[config.mk]
export PLATFORM = sky130hd
export DESIGN_NAME = bus_ready_sync
export DESIGN_NICKNAME = d
export VERILOG_FILES = /design/src/rtl/bus_ready_sync_pkg.sv /design/src/rtl/brs_reset_sync.sv /design/src/rtl/brs_qualify.sv /design/src/rtl/brs_ready_stages.sv /design/src/rtl/bus_ready_sync.sv
export SDC_FILE = /design/constraint.sdc
export NUM_CORES = 1
export LEC_CHECK = 0
export ABC_AREA = 1
export CORE_AREA = 2 2 39 41
export DETAILED_ROUTE_END_ITERATION = 6
export DIE_AREA = 0 0 41 43
export DONT_BUFFER_PORTS = 1
export HOLD_SLACK_MARGIN = 0.06
export SLEW_MARGIN = 10
export SYNTH_ARGS = -nofsm -noshare
export SYNTH_HDL_FRONTEND = slang
export SYNTH_SLANG_ARGS = --single-unit
[constraint.sdc]
create_clock -name clk -period 0.8 [get_ports clk]
set_input_delay 0.04 -clock clk [delete_from_list [all_inputs] [get_ports clk]]
set_output_delay 0.04 -clock clk [all_outputs]
set_load 0.03 [all_outputs]
[src/rtl/bus_ready_sync_pkg.sv]
package bus_ready_sync_pkg;
  typedef enum logic {
    PATH_TWO_STAGE = 1'b0,
    PATH_ONE_STAGE = 1'b1
  } sync_path_e;
endpackage

[src/rtl/brs_reset_sync.sv]
module brs_reset_sync #(
  parameter int STAGES = 2
) (
  input  logic clk,
  input  logic rst_n,
  output logic rst_sync_n
);
  logic [STAGES-1:0] chain_q;
  logic [STAGES-1:0] chain_d;

  always_comb begin
    chain_d = {chain_q[STAGES-2:0], 1'b1};
  end

  always_ff @(posedge clk or negedge rst_n) begin
    if (!rst_n) chain_q <= '0;
    else        chain_q <= chain_d;
  end

  assign rst_sync_n = chain_q[STAGES-1];
endmodule

[src/rtl/brs_qualify.sv]
module brs_qualify #(
  parameter int NUM_BUS = 2
) (
  input  logic [NUM_BUS-1:0] rdy_i,
  input  logic [NUM_BUS-1:0] bus_en_n_i,
  output logic               qual_o
);
  logic [NUM_BUS-1:0] per_bus;

  for (genvar g = 0; g < NUM_BUS; g++) begin : g_bus
    assign per_bus[g] = rdy_i[g] & ~bus_en_n_i[g];
  end

  assign qual_o = |per_bus;
endmodule

[src/rtl/brs_ready_stages.sv]
module brs_ready_stages
  import bus_ready_sync_pkg::*;
(
  input  logic clk,
  input  logic rst_n,
  input  logic rise_stb_i,
  input  logic fall_stb_i,
  input  logic qual_i,
  input  logic mode_i,
  output logic stage1_o,
  output logic ready_o
);
  sync_path_e path;
  logic s1_q, s1_d, s1_en;
  logic s2_q, s2_d, s2_en;

  assign path = sync_path_e'(mode_i);

  always_comb begin
    s1_en = rise_stb_i;
    s1_d  = qual_i;
    s2_en = fall_stb_i;
    case (path)
      PATH_ONE_STAGE: s2_d = qual_i;
      default:        s2_d = qual_i & s1_q;
    endcase
  end

  always_ff @(posedge clk or negedge rst_n) begin
    if (!rst_n) begin
      s1_q <= 1'b0;
    end else if (s1_en) begin
      s1_q <= s1_d;
    end
  end

  always_ff @(posedge clk or negedge rst_n) begin
    if (!rst_n) begin
      s2_q <= 1'b0;
    end else if (s2_en) begin
      s2_q <= s2_d;
    end
  end

  assign stage1_o = s1_q;
  assign ready_o  = s2_q;
endmodule

[src/rtl/bus_ready_sync.sv]
module bus_ready_sync #(
  parameter int NUM_BUS    = 2,
  parameter int RST_STAGES = 2
) (
  input  logic               clk,
  input  logic               rst_n,
  input  logic               rise_stb_i,
  input  logic               fall_stb_i,
  input  logic [NUM_BUS-1:0] rdy_i,
  input  logic [NUM_BUS-1:0] bus_en_n_i,
  input  logic               mode_i,
  output logic               ready_o
);
  logic rst_int_n;
  logic rst_comb_n;
  logic qual;
  logic stage1_q;

  brs_reset_sync #(.STAGES(RST_STAGES)) u_rst (
    .clk        (clk),
    .rst_n      (rst_n),
    .rst_sync_n (rst_int_n)
  );

  // Assertion reaches the registers at once; release follows the synchronizer.
  assign rst_comb_n = rst_int_n & rst_n;

  brs_qualify #(.NUM_BUS(NUM_BUS)) u_qual (
    .rdy_i      (rdy_i),
    .bus_en_n_i (bus_en_n_i),
    .qual_o     (qual)
  );

  brs_ready_stages u_stages (
    .clk        (clk),
    .rst_n      (rst_comb_n),
    .rise_stb_i (rise_stb_i),
    .fall_stb_i (fall_stb_i),
    .qual_i     (qual),
    .mode_i     (mode_i),
    .stage1_o   (stage1_q),
    .ready_o    (ready_o)
  );
endmodule

==> flow_results.org <==
** Timing
- The tightest hold path in the finished design has a slack of 0.0713 ns.
- Clock period minus final worst setup slack :: 0.783 ns
- The final hold violation count is 0.
- Setup repair after global routing could not meet its margin everywhere.
- Fin Clk Skew :: 0.000933 ns
- Setup violations remaining at the end of the flow were counted as 0.
- Static timing analysis puts the maximum clock frequency at 1280 MHz.
- Crit path setup slack, layout :: 0.0171 ns
- The max-slew violation count came to 0.
- After layout, the worst path uses 97.9% of the clock period.

** Worst setup path
- Data arrives at the worst endpoint at 0.74 ns.
- For this run, the slowest stage of the critical path takes 0.37 ns.
- Endpoint kind of the worst setup timing path :: output port
- Along the worst path, the maximum fanout reaches 2.
- STA puts the critical path data required time at 0.76 ns.
- The worst setup path is launched from a flip-flop.
- Critical path start-end classification :: flip-flop to output port
- Worst path cell trace :: buf_6
- Slowest library cell on the worst path :: dfrtp_1
- Delay-heaviest family, CP :: flip-flops
- Buffer and inverter count on the worst path :: 1

** Synthesis
- Counting every net in the synthesized netlist gives 31.
- Of all cell types, the one taking the most synthesized area is dfrtp_1.
- The commonest cells after synthesis are nand2_1 (10), inv_1 (5), dfrtp_1 (4).
- Yosys printed 0 warnings.
- Most used flip-flop cell after synthesis :: dfrtp_1
- Post-Syn Area per Cell :: 7.62 µm²
- After synthesis, the largest area contributor takes up 59.7% of total cell area.
- Yosys attributes the largest share of cell area to dfrtp_1 (60%), nand2_1 (22%), inv_1 (11%).
- Number of flops mapped to enable cells by yosys :: 0
- Post-synth ARST share :: 100%
- After synthesis, flip-flops and latches occupy 59.7% of the total area.
- Synthesis handed over a netlist of 22 instances.
- After synthesis, the netlist uses 5 different library cells.
- The mapped netlist covers 168 µm².
- Most frequently used cell type in the post-synthesis netlist :: nand2_1
- Post-synthesis register bit count :: 4

** Place
- Detailed placement ended at an HPWL of 228 µm.
- Pre-CTS setup slack :: 0.0955 ns
- Placed inst area :: 195 µm²
- During placement, the flow inserted port buffers numbering 0.
- RePlAce Congestion :: 0.511

** Clocking
- Master cell of the clock root buffer :: clkbuf_4
- In this run the number of H-tree levels came out at 1.
- No sink is reached through more buffers than the 2 on the longest clock path.
- After clock tree synthesis, the clock-pin slew on the worst setup and hold paths is 0.04 ns.
- Clock sink count :: 4
- Post-CTS Setup Inserts :: 0
- Counting the buffers created by CTS gives 3.
- Clock tree from TritonCTS :: yes
- Skew-Pair Late Insertion Delay :: 0.23 ns

** Route
- Wires add up to 316 µm.
- Antenna-violating nets left :: 0
- In this run, the number of DRC markers left after iteration 0 of detailed routing was 0.
- After detailed routing, the average wire length per cell comes to 6.45 µm.
- After detailed routing, the number of vias per cell comes to 3.16.
- For this run, design rule violations remaining after detail routing come to 0.
- The final route contains 155 vias.
- For this run, the detailed router's first-pass iteration total came to 1.

** Global routing
- Largest net degree at the start of global routing :: 3
- Antenna violations before repair :: 0
- The first global-routing pass estimated 441 µm of wire.
- The via count of the first global-routing pass came to 149.
- Global routing used 4.42% of the available tracks across all layers.
- Summed over all layers, the global routing overflow is 0.

** Floorplan
- The floorplan has 14 rows.
- The core region is 1380 µm².
- From left edge to right edge, the die measures 41 µm.
- The initial utilization of the core area, before any placement, comes to 12.1%.
- Number of placed I/O pins :: 10
- The die covers 1760 µm².
- In this run the vertical extent of the chip is 43 µm.

** Finish
- The area growth from synthesis to layout is 73.9%.
- The post-route netlist has 12.1% of its cells at a drive strength greater than 1.
- Cells fill 21.1% of the core in the end.
- # nets final :: 44
- The layout has 159 filler cells.
- Summed area of non-filler cells in the final layout :: 292 µm²
- 0 antenna diodes ended up in the layout.

** Job
- Number of violations of the max-capacitance limit :: 0

** Min path
- In this run the worst hold path is classified as primary input to flip-flop.

** Pwr
- P per Cell Area :: 1870 nW/µm²
- Maximum VDD drop :: 0.277 mV
- The analysis attributes to cell leakage a power of 0.163 nW.

** Status
- The flow ran to the end, and the final reports show no timing, DRC or antenna violations.
path summary, 6_finish.rpt:
path                                                from                             to  slack (ns)  cells past startpoint
setup / recovery            u_stages.ready_o$_DFFE_PN0P_                        ready_o        0.02                      1
hold / removal                             bus_en_n_i[1]  u_stages.stage1_o$_DFFE_PN0P_        0.07                      5
setup reg to reg           u_stages.stage1_o$_DFFE_PN0P_   u_stages.ready_o$_DFFE_PN0P_        0.09                      4
hold reg to reg               u_rst.chain_q[1]$_DFF_PN0_   u_stages.ready_o$_DFFE_PN0P_        0.11                      2
max in group asynchronous                          rst_n     u_rst.chain_q[0]$_DFF_PN0_        0.07                      2
min in group asynchronous     u_rst.chain_q[1]$_DFF_PN0_   u_stages.ready_o$_DFFE_PN0P_        0.11                      2
repair_timing:
item | in CTS | in global routing
hold buffers | 7 | 0
resized for setup | 1 | 0
cloned | 0 | 0
hold endpoints to repair | 6 | 0
setup endpoints to repair | 1 | 1
placed cells by master (no fill, tap or decap):
| master | n |
|---|---|
| buf_6 | 1 |
| clkbuf_4 | 3 |
| conb_1 | 1 |
| dfrtp_1 | 4 |
| dlygate4sd3_1 | 7 |
| inv_1 | 5 |
| nand2_1 | 10 |
| nor2_1 | 2 |
metrics by stage:
step	TNS [ns]	std cells	total power, mW
after floorplan	0	22	0.262
after global placement	0	39	0.275
after detailed placement	0	39	0.276
after CTS	0	49	0.560
after global routing	-0.00571	49	0.582
final	0	49	0.545
cell type report:
cell class                 count  area [µm²]  share of cell area [%]
clock buffer                   3        22.5                    7.73
inverter                       5        18.8                    6.44
multi-input combinational     13        48.8                    16.7
sequential                     4         100                    34.3
tap                           16        20.0                    6.87
timing repair buffer           8        81.3                    27.9
registers in the layout, summed over array words and instances, names as in the netlist:
name	flops
u_stages.ready_o	1
u_rst.chain_q	2
u_stages.stage1_o	1
kinds of logic after synthesis:
kind of cell,share of synthesized area (%)
simple gates,26.9
buf+inv,11.2
flops,59.7
other cells,2.24
routing by layer:
| layer | wire [µm] | track usage (%) |
|---|---|---|
| met5 | 0 | 0 |
| met3 | 13 | 0 |
| met2 | 193 | 6.25 |
| met4 | 0 | 10.0 |
| met1 | 109 | 2.90 |
where the power goes:
group / total [mW] / switching [mW] / internal (mW)
registers: 0.227 / 0.00726 / 0.219
clock network: 0.239 / 0.0717 / 0.167
logic: 0.0798 / 0.0362 / 0.0437
total: 0.545 / 0.115 / 0.430
Power figures use the tool's default switching activity.
